===== config.mk =====
export PLATFORM = sky130hd
export DESIGN_NAME = msec_rtc
export DESIGN_NICKNAME = d
export VERILOG_FILES = /design/src/rtl/rtc_pkg.sv /design/src/rtl/rtc_ms_counter.sv /design/src/rtl/rtc_sec_counter.sv /design/src/rtl/rtc_shadow.sv /design/src/rtl/rtc_rd_port.sv /design/src/rtl/msec_rtc.sv
export SDC_FILE = /design/constraint.sdc
export NUM_CORES = 1
export LEC_CHECK = 0
export ABC_AREA = 1
export CORE_ASPECT_RATIO = 1.2
export CORE_MARGIN = 2
export CORE_UTILIZATION = 50
export DETAILED_ROUTE_END_ITERATION = 6
export PLACE_DENSITY = 0.8
export SYNTH_ARGS = -nofsm -noshare
export SYNTH_HDL_FRONTEND = slang
export SYNTH_SLANG_ARGS = --single-unit

===== constraint.sdc =====
create_clock -name clk -period 2.6 [get_ports clk]
set_clock_uncertainty 0.05 [all_clocks]
set_input_delay 0.52 -clock clk [delete_from_list [all_inputs] [get_ports clk]]
set_output_delay 0.52 -clock clk [all_outputs]
set_load 0.05 [all_outputs]

===== src/rtl/rtc_pkg.sv =====
package rtc_pkg;

  typedef enum logic [1:0] {
    SEL_NONE   = 2'd0,
    SEL_LIVE   = 2'd1,
    SEL_SHADOW = 2'd2,
    SEL_MSEC   = 2'd3
  } rtc_sel_e;

  // true when the millisecond count sits on its last value of a second
  function automatic logic ms_at_last(input logic [31:0] cur, input logic [31:0] last);
    return cur == last;
  endfunction

  // millisecond successor under the tick, wrapping after the last value
  function automatic logic [31:0] ms_follow(input logic [31:0] cur, input logic [31:0] last);
    return ms_at_last(cur, last) ? 32'd0 : cur + 32'd1;
  endfunction

  // map a byte offset onto a register selection
  function automatic rtc_sel_e decode_offset(input logic [31:0] addr,
                                             input logic [31:0] sec_ofs,
                                             input logic [31:0] shd_ofs,
                                             input logic [31:0] ms_ofs);
    if (addr == sec_ofs) return SEL_LIVE;
    if (addr == shd_ofs) return SEL_SHADOW;
    if (addr == ms_ofs)  return SEL_MSEC;
    return SEL_NONE;
  endfunction

endpackage


===== src/rtl/rtc_ms_counter.sv =====
module rtc_ms_counter #(
  parameter int MS_PER_SEC = 1000,
  parameter int MS_W       = $clog2(MS_PER_SEC)
) (
  input  logic            clk,
  input  logic            rst_n,
  input  logic            tick_i,
  output logic [MS_W-1:0] ms_o,
  output logic            carry_o
);
  localparam logic [31:0] LAST = 32'(MS_PER_SEC - 1);

  logic [MS_W-1:0] ms_q;

  assign carry_o = tick_i && rtc_pkg::ms_at_last(32'(ms_q), LAST);
  assign ms_o    = ms_q;

  always_ff @(posedge clk) begin
    if (!rst_n)      ms_q <= '0;
    else if (tick_i) ms_q <= MS_W'(rtc_pkg::ms_follow(32'(ms_q), LAST));
  end
endmodule


===== src/rtl/rtc_sec_counter.sv =====
module rtc_sec_counter #(
  parameter int SEC_W = 32
) (
  input  logic             clk,
  input  logic             rst_n,
  input  logic             step_i,
  output logic [SEC_W-1:0] sec_o
);
  logic [SEC_W-1:0] sec_q;

  assign sec_o = sec_q;

  always_ff @(posedge clk) begin
    if (!rst_n)      sec_q <= '0;
    else if (step_i) sec_q <= sec_q + SEC_W'(1);
  end
endmodule


===== src/rtl/rtc_shadow.sv =====
module rtc_shadow #(
  parameter int SEC_W = 32
) (
  input  logic             clk,
  input  logic             rst_n,
  input  logic             load_i,
  input  logic [SEC_W-1:0] sec_i,
  output logic [SEC_W-1:0] shadow_o
);
  logic [SEC_W-1:0] shadow_q;

  assign shadow_o = shadow_q;

  always_ff @(posedge clk) begin
    if (!rst_n)      shadow_q <= '0;
    else if (load_i) shadow_q <= sec_i;
  end
endmodule


===== src/rtl/rtc_rd_port.sv =====
module rtc_rd_port #(
  parameter int          SEC_W   = 32,
  parameter int          MS_W    = 10,
  parameter int          ADDR_W  = 8,
  parameter int          DATA_W  = 32,
  parameter logic [31:0] SEC_OFS = 32'h08,
  parameter logic [31:0] SHD_OFS = 32'h0c,
  parameter logic [31:0] MS_OFS  = 32'h10
) (
  input  logic              clk,
  input  logic              rst_n,
  input  logic              rd_en,
  input  logic [ADDR_W-1:0] rd_addr,
  input  logic [MS_W-1:0]   ms_i,
  input  logic [SEC_W-1:0]  sec_i,
  input  logic [SEC_W-1:0]  shadow_i,
  output logic              snap_o,
  output logic [DATA_W-1:0] rd_data,
  output logic              rd_valid
);
  rtc_pkg::rtc_sel_e sel;
  logic [DATA_W-1:0] sec_ext, shd_ext, ms_ext, word;

  generate
    if (SEC_W < DATA_W) begin : g_pad
      assign sec_ext = {{(DATA_W-SEC_W){1'b0}}, sec_i};
      assign shd_ext = {{(DATA_W-SEC_W){1'b0}}, shadow_i};
    end else begin : g_cut
      assign sec_ext = sec_i[DATA_W-1:0];
      assign shd_ext = shadow_i[DATA_W-1:0];
    end
  endgenerate

  assign ms_ext = DATA_W'(ms_i);
  assign sel    = rtc_pkg::decode_offset(32'(rd_addr), SEC_OFS, SHD_OFS, MS_OFS);
  assign snap_o = rd_en && (sel == rtc_pkg::SEL_MSEC);

  always_comb begin
    unique case (sel)
      rtc_pkg::SEL_LIVE:   word = sec_ext;
      rtc_pkg::SEL_SHADOW: word = shd_ext;
      rtc_pkg::SEL_MSEC:   word = ms_ext;
      default:             word = '0;
    endcase
  end

  always_ff @(posedge clk) begin
    if (!rst_n) begin
      rd_data  <= '0;
      rd_valid <= 1'b0;
    end else begin
      rd_valid <= rd_en;
      if (rd_en) rd_data <= word;
    end
  end
endmodule


===== src/rtl/msec_rtc.sv =====
module msec_rtc #(
  parameter int          MS_PER_SEC = 1000,
  parameter int          SEC_W      = 32,
  parameter int          ADDR_W     = 8,
  parameter logic [31:0] SEC_OFS    = 32'h08,
  parameter logic [31:0] SHD_OFS    = 32'h0c,
  parameter logic [31:0] MS_OFS     = 32'h10
) (
  input  logic              clk,
  input  logic              rst_n,
  input  logic              tick_ms,
  input  logic              rd_en,
  input  logic [ADDR_W-1:0] rd_addr,
  output logic [31:0]       rd_data,
  output logic              rd_valid
);
  localparam int MS_W   = $clog2(MS_PER_SEC);
  localparam int DATA_W = 32;

  // named internal events for the checker
  logic [MS_W-1:0]  ms_q;
  logic [SEC_W-1:0] sec_q;
  logic [SEC_W-1:0] shadow_q;
  logic             sec_step;
  logic             snap_ev;

  rtc_ms_counter #(.MS_PER_SEC(MS_PER_SEC), .MS_W(MS_W)) u_ms (
    .clk(clk), .rst_n(rst_n), .tick_i(tick_ms), .ms_o(ms_q), .carry_o(sec_step));

  rtc_sec_counter #(.SEC_W(SEC_W)) u_sec (
    .clk(clk), .rst_n(rst_n), .step_i(sec_step), .sec_o(sec_q));

  rtc_shadow #(.SEC_W(SEC_W)) u_shd (
    .clk(clk), .rst_n(rst_n), .load_i(snap_ev), .sec_i(sec_q), .shadow_o(shadow_q));

  rtc_rd_port #(
    .SEC_W(SEC_W), .MS_W(MS_W), .ADDR_W(ADDR_W), .DATA_W(DATA_W),
    .SEC_OFS(SEC_OFS), .SHD_OFS(SHD_OFS), .MS_OFS(MS_OFS)
  ) u_rd (
    .clk(clk), .rst_n(rst_n), .rd_en(rd_en), .rd_addr(rd_addr),
    .ms_i(ms_q), .sec_i(sec_q), .shadow_i(shadow_q),
    .snap_o(snap_ev), .rd_data(rd_data), .rd_valid(rd_valid));
endmodule


==> results of run 1 <==
sequential cells by signal (all words and copies together) (netlist names):
name,count
u_rd.rd_data,32
u_sec.sec_o,32
u_shd.shadow_o,32
u_ms.ms_o,10
u_rd.rd_valid,1
worst paths after layout:
path / start / end
setup / recovery: u_rd.rd_data[10] / rd_data[10]
hold / removal: u_shd.shadow_o[22] / u_shd.shadow_o[22]
setup reg to reg: u_ms.ms_o[0] / u_sec.sec_o[22]
hold reg to reg: u_shd.shadow_o[22] / u_shd.shadow_o[22]
final cells by class:
cell class | count | area, um2 | area share
Multi-Input combinational cell | 567 | 2590 | 0.430
Clock buffer | 11 | 253 | 0.0419
Clock inverter | 2 | 37.5 | 0.00622
Tap cell | 126 | 158 | 0.0261
Inverter | 82 | 308 | 0.0510
Sequential cell | 107 | 2140 | 0.355
Timing Repair Buffer | 58 | 546 | 0.0904
worst reg2reg max path: stages, from the launching register on:
cell and delay (ns):
sky130_fd_sc_hd__dfxtp_1 0.40, sky130_fd_sc_hd__ha_1 0.22, sky130_fd_sc_hd__nand2_1 0.13, sky130_fd_sc_hd__nor2_1 0.15
sky130_fd_sc_hd__nand4_1 0.30, sky130_fd_sc_hd__nor2_2 0.29, sky130_fd_sc_hd__nand4_1 0.12, sky130_fd_sc_hd__nand2_1 0.10
sky130_fd_sc_hd__nor2_1 0.04
routing by layer:
layer / routed length (um) / vias to the layer above / share of wire
li1: - / 2604 / -
met1: 5130 / 2236 / 0.42
met2: 6130 / 96 / 0.51
met3: 464 / 29 / 0.038
met4: 382 / 0 / 0.032
met5: 0 / - / 0
metrics by stage:
step	area (um2)	total power, mW
2_1_floorplan	5190	1.76
3_3_place_gp	5750	1.80
3_5_place_dp	5750	1.80
4_1_cts	6040	3.15
5_1_grt	6040	3.24
6_report	6040	3.11
logic make-up after synthesis:
family / Yosys count
AOI/OAI and AO/OA: 148
xor gates and xnor gates: 4
adders and majority gates: 2
buffers and inverters: 117
DFF: 107
and+or+nand+nor: 413
cell usage in the layout (no fill, tap or decap), types with 4 or more instances in the layout:
cell                              count
sky130_fd_sc_hd__nand2_1            211
sky130_fd_sc_hd__dfxtp_1            107
sky130_fd_sc_hd__nor2_1             104
sky130_fd_sc_hd__a21oi_1             83
sky130_fd_sc_hd__inv_1               77
sky130_fd_sc_hd__nand3_1             53
sky130_fd_sc_hd__clkdlybuf4s50_1     44
sky130_fd_sc_hd__o21ai_0             42
sky130_fd_sc_hd__o22ai_1             15
sky130_fd_sc_hd__buf_4               14
sky130_fd_sc_hd__nor2_2              11
sky130_fd_sc_hd__nor3_1              10
sky130_fd_sc_hd__clkbuf_16            9
sky130_fd_sc_hd__nand4_1              7
sky130_fd_sc_hd__nand2_2              6
sky130_fd_sc_hd__o21ai_1              6
sky130_fd_sc_hd__inv_2                5
sky130_fd_sc_hd__nor2_4               4
power breakdown:
part           switching, mW  internal [mW]  total, mW
logic                 0.0782         0.0392      0.117
registers            0.00416           1.64       1.65
clock network          0.566          0.783       1.35
==> run_summary.xml, run 1 <==
<?xml version="1.0" encoding="UTF-8"?>
<metrics>
  <group name="clock_tree">
    <metric name="cts_root_buf" unit="">sky130_fd_sc_hd__clkbuf_16</metric>
    <metric name="cts_hold_buf" unit="">0</metric>
    <metric name="worst_skew_pair.late_latency" unit="ns">0.35</metric>
    <metric name="cts_setup_buffers" unit="">0</metric>
    <metric name="number_of_resized_instances_in_the_post_cts_repair_step" unit="">0</metric>
    <metric name="ctsLongestPathBuffers" unit="">2</metric>
    <metric name="clock_tree.htree_level_count" unit="">3</metric>
    <metric name="total_clock_buffers_created_by_cts" unit="">9</metric>
    <metric name="clock_tree_from_tritoncts" unit="">yes</metric>
    <metric name="tritoncts_num_sinks" unit="">107</metric>
    <metric name="clk_transition_reported_paths" unit="ns">0.07</metric>
  </group>
  <group name="grt">
    <metric name="grt_util_met2" unit="">0.422</metric>
    <metric name="grt.met1_usage" unit="">0.271</metric>
    <metric name="grt_util_all_layers" unit="">0.233</metric>
    <metric name="groute.layer.met3.usage" unit="">0.0374</metric>
    <metric name="gr-max-usage-layer" unit="">met2</metric>
    <metric name="grt_max_degree" unit="">33</metric>
    <metric name="first_global_vias" unit="">4824</metric>
    <metric name="wire_length_of_the_first_global_routing_pass" unit="mm">21.6</metric>
    <metric name="grt_antenna_before_repair" unit="">0</metric>
    <metric name="overflow" unit="">0</metric>
  </group>
  <group name="worst_setup_path">
    <metric name="r2r_setup_slack" unit="ns">0.69</metric>
    <metric name="worst-endpoint-arrival" unit="ns">1.49</metric>
    <metric name="cell_count_of_the_worst_reg_to_reg_path" unit="">8</metric>
    <metric name="critical_path_end_type" unit="">output pin</metric>
    <metric name="critical_path.slowest_cell" unit="">sky130_fd_sc_hd__clkdlybuf4s50_1</metric>
    <metric name="critPathLaunchType" unit="">flip-flop</metric>
    <metric name="worstPathMaxFanout" unit="">2</metric>
    <metric name="worstSetupPathDepth" unit="">1</metric>
    <metric name="critPathTopFamily" unit="">buffers and inverters</metric>
    <metric name="worstSetupPathType" unit="">flip-flop to output pin</metric>
    <metric name="critical_path.cell_chain" unit="">clkdlybuf4s50_1</metric>
    <metric name="crit_path_largest_cell_delay" unit="ns">0.81</metric>
    <metric name="critical_path_buf_inv_count" unit="">1</metric>
    <metric name="crit_path_required_time" unit="ns">2.03</metric>
  </group>
  <group name="placement">
    <metric name="post-place-cells" unit="">940</metric>
    <metric name="dpl.hpwl" unit="mm">8.85</metric>
    <metric name="placement_stage_worst_setup_slack" unit="ns">0.346</metric>
    <metric name="port_buffer_cells" unit="">44</metric>
    <metric name="gp_congestion" unit="">0.943</metric>
  </group>
  <group name="route">
    <metric name="final_wl" unit="mm">12.1</metric>
    <metric name="tritonroute_pass_1_iters" unit="">6</metric>
    <metric name="route.detailed.wl_per_inst" unit="um">12.7</metric>
    <metric name="routed-via-count" unit="">4965</metric>
    <metric name="drt_first_iter_violations" unit="">221</metric>
    <metric name="avgViaCountPerCell" unit="">5.21</metric>
    <metric name="ant_nets" unit="">0</metric>
    <metric name="route.detailed.drc" unit="">0</metric>
  </group>
  <group name="synthesis">
    <metric name="synth_xor_area_frac" unit="">0.00675</metric>
    <metric name="netlist.area_leader.share" unit="">0.413</metric>
    <metric name="synth_area_leaders" unit="">sky130_fd_sc_hd__dfxtp_1 41%, sky130_fd_sc_hd__nand2_1 15%, sky130_fd_sc_hd__a21oi_1 8.0%, sky130_fd_sc_hd__nor2_1 7.5%, sky130_fd_sc_hd__inv_1 5.6%</metric>
    <metric name="post_synth.cell_area_avg" unit="um2">6.56</metric>
    <metric name="synthTopCellsByCount" unit="">211 x sky130_fd_sc_hd__nand2_1, 107 x sky130_fd_sc_hd__dfxtp_1, 104 x sky130_fd_sc_hd__nor2_1, 83 x sky130_fd_sc_hd__a21oi_1, 77 x sky130_fd_sc_hd__inv_1</metric>
    <metric name="ys.flop_type" unit="">sky130_fd_sc_hd__dfxtp_1</metric>
    <metric name="synth-async-reset-ratio" unit="">0</metric>
    <metric name="count_of_synthesis_stage_warnings_from_yosys" unit="">0</metric>
    <metric name="synthMuxAreaShare" unit="">0</metric>
    <metric name="yosys.cell_types.count" unit="">30</metric>
    <metric name="synth_compound_gate_area_share" unit="">0.148</metric>
    <metric name="synth.most_common_cell" unit="">sky130_fd_sc_hd__nand2_1</metric>
    <metric name="synth_enable_flop_cells" unit="">0</metric>
    <metric name="adder_cell_area_share_of_the_yosys_netlist" unit="">0.00482</metric>
    <metric name="yosysTopAreaCell" unit="">sky130_fd_sc_hd__dfxtp_1</metric>
    <metric name="postSynthCellCount" unit="">791</metric>
    <metric name="synth_seq_cells" unit="">107</metric>
    <metric name="synthesis.nets" unit="">805</metric>
    <metric name="synth_seq_area_share" unit="">0.413</metric>
    <metric name="synth_top_family_by_area" unit="">simple AND/OR/NAND/NOR gates</metric>
    <metric name="synthesis.area" unit="mm2">0.00519</metric>
    <metric name="yosys.area_share.simple" unit="">0.340</metric>
  </group>
  <group name="sta">
    <metric name="final_report_max_slew_violation_count" unit="">0</metric>
    <metric name="worst-slew-pin-transition" unit="ns">0.506</metric>
    <metric name="rsz_0062_raised_after_global_routing" unit="">false</metric>
    <metric name="layout_worst_path_cycle_share" unit="">0.793</metric>
    <metric name="setup_tns" unit="ns">0</metric>
    <metric name="timing_hold_violations_final" unit="">0</metric>
    <metric name="period_minus_slack" unit="ns">2.06</metric>
    <metric name="max_clock_freq" unit="GHz">0.485</metric>
    <metric name="maxSlewHeadroom" unit="">0.662</metric>
    <metric name="final.hold.worst_slack" unit="ns">0.400</metric>
    <metric name="final-setup-viol-count" unit="">0</metric>
    <metric name="final_critical_path_setup_slack" unit="ns">0.538</metric>
  </group>
  <group name="floorplanning">
    <metric name="floorplan.io_pins" unit="">45</metric>
    <metric name="floorplan.die.height" unit="um">116</metric>
    <metric name="die_w" unit="um">97.0</metric>
    <metric name="initial_core_util" unit="">0.516</metric>
    <metric name="floorplan.die_area" unit="mm2">0.0112</metric>
    <metric name="row_count" unit="">40</metric>
    <metric name="core_region_area" unit="mm2">0.0101</metric>
  </group>
  <group name="power">
    <metric name="irDropWorstVdd" unit="mV">0.286</metric>
    <metric name="power_density" unit="mW/mm2">516</metric>
    <metric name="power.leakage" unit="nW">2.08</metric>
  </group>
  <group name="finish">
    <metric name="n_fill_cell" unit="">933</metric>
    <metric name="finish.net_count" unit="">839</metric>
    <metric name="area_growth" unit="%">16.3</metric>
    <metric name="finalNonFillerCells" unit="">953</metric>
    <metric name="drive_gt1_frac" unit="">0.0677</metric>
    <metric name="insertedDiodeCount" unit="">0</metric>
    <metric name="final_core_utilization" unit="">0.600</metric>
  </group>
  <group name="job">
    <metric name="maxCapViolations" unit="">0</metric>
  </group>
  <group name="min_path">
    <metric name="hold_class" unit="">flip-flop to flip-flop</metric>
    <metric name="number_of_stages_on_the_worst_hold_path" unit="">2</metric>
  </group>
  <group name="outcome">
    <metric name="outcome" unit="">finished clean</metric>
  </group>
</metrics>
Power figures use the tool's default switching activity.
==> inputs of run 2 (changes only) <==
- PLACE_DENSITY: 0.8 -> 0.82
- clock period: 2.6 -> 1.8 ns (I/O delays scaled with it)
==> run 2 against run 1 <==
Worst hold slack got worse by 0.044 ns. Via count rose by 3.7%. First-iteration DRC count rose by 20%. Largest cell class unchanged. Sequential power rose by 44%. Die area did not move.
==> run_summary.xml, run 2 (synthesis results as in run 1) <==
<?xml version="1.0" encoding="UTF-8"?>
<metrics>
  <group name="outcome">
    <metric name="outcome" unit="">finished clean</metric>
  </group>
  <group name="finish">
    <metric name="finish.net_count" unit="">861</metric>
    <metric name="drive_gt1_frac" unit="">0.135</metric>
    <metric name="layout.cells.most_common" unit="">sky130_fd_sc_hd__nand2_1</metric>
    <metric name="insertedDiodeCount" unit="">0</metric>
    <metric name="area_growth" unit="%">21.0</metric>
    <metric name="final_core_utilization" unit="">0.624</metric>
    <metric name="fin_area" unit="mm2">0.00628</metric>
    <metric name="layout.cells.most_common_list" unit="">211 x sky130_fd_sc_hd__nand2_1, 107 x sky130_fd_sc_hd__dfxtp_1, 101 x sky130_fd_sc_hd__nor2_1</metric>
    <metric name="n_fill_cell" unit="">906</metric>
  </group>
  <group name="sta">
    <metric name="maxSlewHeadroom" unit="">0.760</metric>
    <metric name="final-setup-viol-count" unit="">0</metric>
    <metric name="max_clock_freq" unit="GHz">0.591</metric>
    <metric name="final_report_max_slew_violation_count" unit="">0</metric>
    <metric name="timing_hold_violations_final" unit="">0</metric>
    <metric name="worst-slew-pin-transition" unit="ns">0.360</metric>
    <metric name="layout_worst_path_cycle_share" unit="">0.940</metric>
    <metric name="final_critical_path_setup_slack" unit="ns">0.107</metric>
    <metric name="setup_tns" unit="ns">0</metric>
    <metric name="period_minus_slack" unit="ns">1.69</metric>
    <metric name="final.hold.worst_slack" unit="ns">0.357</metric>
  </group>
  <group name="floorplanning">
    <metric name="floorplan.io_pins" unit="">45</metric>
    <metric name="initial_core_util" unit="">0.516</metric>
    <metric name="row_count" unit="">40</metric>
    <metric name="floorplan.die_area" unit="mm2">0.0112</metric>
    <metric name="core_region_area" unit="mm2">0.0101</metric>
    <metric name="floorplan.die.height" unit="um">116</metric>
    <metric name="die_w" unit="um">97.0</metric>
  </group>
  <group name="grt">
    <metric name="grt_util_all_layers" unit="">0.236</metric>
    <metric name="first_global_vias" unit="">4991</metric>
    <metric name="grt_max_degree" unit="">32</metric>
    <metric name="grt_antenna_before_repair" unit="">0</metric>
    <metric name="overflow" unit="">0</metric>
    <metric name="wire_length_of_the_first_global_routing_pass" unit="mm">21.9</metric>
  </group>
  <group name="power">
    <metric name="power_density" unit="mW/mm2">758</metric>
    <metric name="power.leakage" unit="nW">2.32</metric>
    <metric name="irDropWorstVdd" unit="mV">0.476</metric>
  </group>
  <group name="route">
    <metric name="avgViaCountPerCell" unit="">5.28</metric>
    <metric name="routed-via-count" unit="">5147</metric>
    <metric name="tritonroute_pass_1_iters" unit="">5</metric>
    <metric name="route.detailed.drc" unit="">0</metric>
    <metric name="drt_first_iter_violations" unit="">266</metric>
    <metric name="ant_nets" unit="">0</metric>
    <metric name="final_wl" unit="mm">12.6</metric>
    <metric name="route.detailed.wl_per_inst" unit="um">13.0</metric>
  </group>
  <group name="clock_tree">
    <metric name="clock_tree.htree_level_count" unit="">3</metric>
    <metric name="ctsLongestPathBuffers" unit="">2</metric>
    <metric name="clock_tree_from_tritoncts" unit="">yes</metric>
    <metric name="clk_transition_reported_paths" unit="ns">0.07</metric>
    <metric name="tritoncts_num_sinks" unit="">107</metric>
    <metric name="cts_root_buf" unit="">sky130_fd_sc_hd__clkbuf_16</metric>
    <metric name="total_clock_buffers_created_by_cts" unit="">9</metric>
    <metric name="worst_skew_pair.late_latency" unit="ns">0.35</metric>
  </group>
  <group name="min_path">
    <metric name="hold_class" unit="">primary input to flip-flop</metric>
  </group>
  <group name="placement">
    <metric name="placement_stage_worst_setup_slack" unit="ns">-0.219</metric>
    <metric name="dpl.hpwl" unit="mm">9.30</metric>
    <metric name="port_buffer_cells" unit="">44</metric>
    <metric name="detailed_place.area" unit="mm2">0.00593</metric>
    <metric name="gp_congestion" unit="">0.949</metric>
  </group>
  <group name="worst_setup_path">
    <metric name="worstPathMaxFanout" unit="">3</metric>
    <metric name="worstSetupPathType" unit="">flip-flop to flip-flop</metric>
    <metric name="worst-endpoint-arrival" unit="ns">1.88</metric>
    <metric name="critical_path_end_type" unit="">flip-flop</metric>
    <metric name="crit_path_required_time" unit="ns">1.99</metric>
    <metric name="critPathLaunchType" unit="">flip-flop</metric>
  </group>
  <group name="job">
    <metric name="maxCapViolations" unit="">0</metric>
  </group>
</metrics>
## run 2: cell count changes in the layout (fill, tap and decap cells not counted), moves of 2 or more
cell / change
sky130_fd_sc_hd__clkdlybuf4s50_1: -34
sky130_fd_sc_hd__nor2_2: +2
sky130_fd_sc_hd__bufinv_16: +2
sky130_fd_sc_hd__nor2_1: -3
sky130_fd_sc_hd__clkbuf_8: -2
sky130_fd_sc_hd__buf_12: +8
sky130_fd_sc_hd__buf_4: +47
## run 2: layer usage
metal | global-route usage | vias to the layer above | wire, um
li1 | - | 2645 | -
met1 | 0.264 | 2377 | 5370
met2 | 0.438 | 100 | 6450
met3 | 0.0374 | 25 | 429
met4 | 0.117 | 0 | 383
met5 | 0 | - | 0
## run 2: worst paths after layout
kind / startpoint / to / slack (ns) / cells after the start
max: u_ms.ms_o[0] / u_sec.sec_o[7] / 0.11 / 8
min: tick_ms / u_ms.ms_o[1] / 0.36 / 3
max reg2reg: u_ms.ms_o[0] / u_sec.sec_o[7] / 0.11 / 8
min reg2reg: u_shd.shadow_o[18] / u_shd.shadow_o[18] / 0.40 / 2
## run 2: worst max-delay path, cell delays in order (launching register included)
cell and delay (ns):
sky130_fd_sc_hd__dfxtp_1 0.39, sky130_fd_sc_hd__ha_4 0.16, sky130_fd_sc_hd__nand2_1 0.08, sky130_fd_sc_hd__nor2_2 0.10, sky130_fd_sc_hd__nand4_1 0.25, sky130_fd_sc_hd__buf_4 0.23, sky130_fd_sc_hd__nor2_2 0.13, sky130_fd_sc_hd__nand2_1 0.06
sky130_fd_sc_hd__nor3b_1 0.13
## run 2: final cells by class
class                           instances  area (um2)  share of cell area
Tap cell                              126         158              0.0251
Clock buffer                           10         229              0.0365
Inverter                               82         308              0.0490
Clock inverter                          3        90.1              0.0143
Multi-Input combinational cell        567        2620               0.418
Timing Repair Buffer                   80         731               0.116
Sequential cell                       107        2140               0.341
## run 2: per-stage QoR
step | total power [mW] | cells
final | 4.76 | 975
after global routing | 4.90 | 975
after CTS | 4.79 | 975
after detailed placement | 2.64 | 962
after global placement | 2.63 | 962
after floorplan | 2.54 | 791
## run 2: repair_timing
| item | in CTS | in global routing |
|---|---|---|
| resized for setup | 0 | 8 |
| setup endpoints to repair | 0 | 8 |
| hold buffers | 0 | 0 |
| buffers inserted | 0 | 0 |
## run 2: power by group
| group | total [mW] | switching (mW) | internal, mW |
|---|---|---|---|
| clock | 2.18 | 0.840 | 1.34 |
| sequential | 2.38 | 0.00563 | 2.37 |
| combinational | 0.206 | 0.123 | 0.0825 |
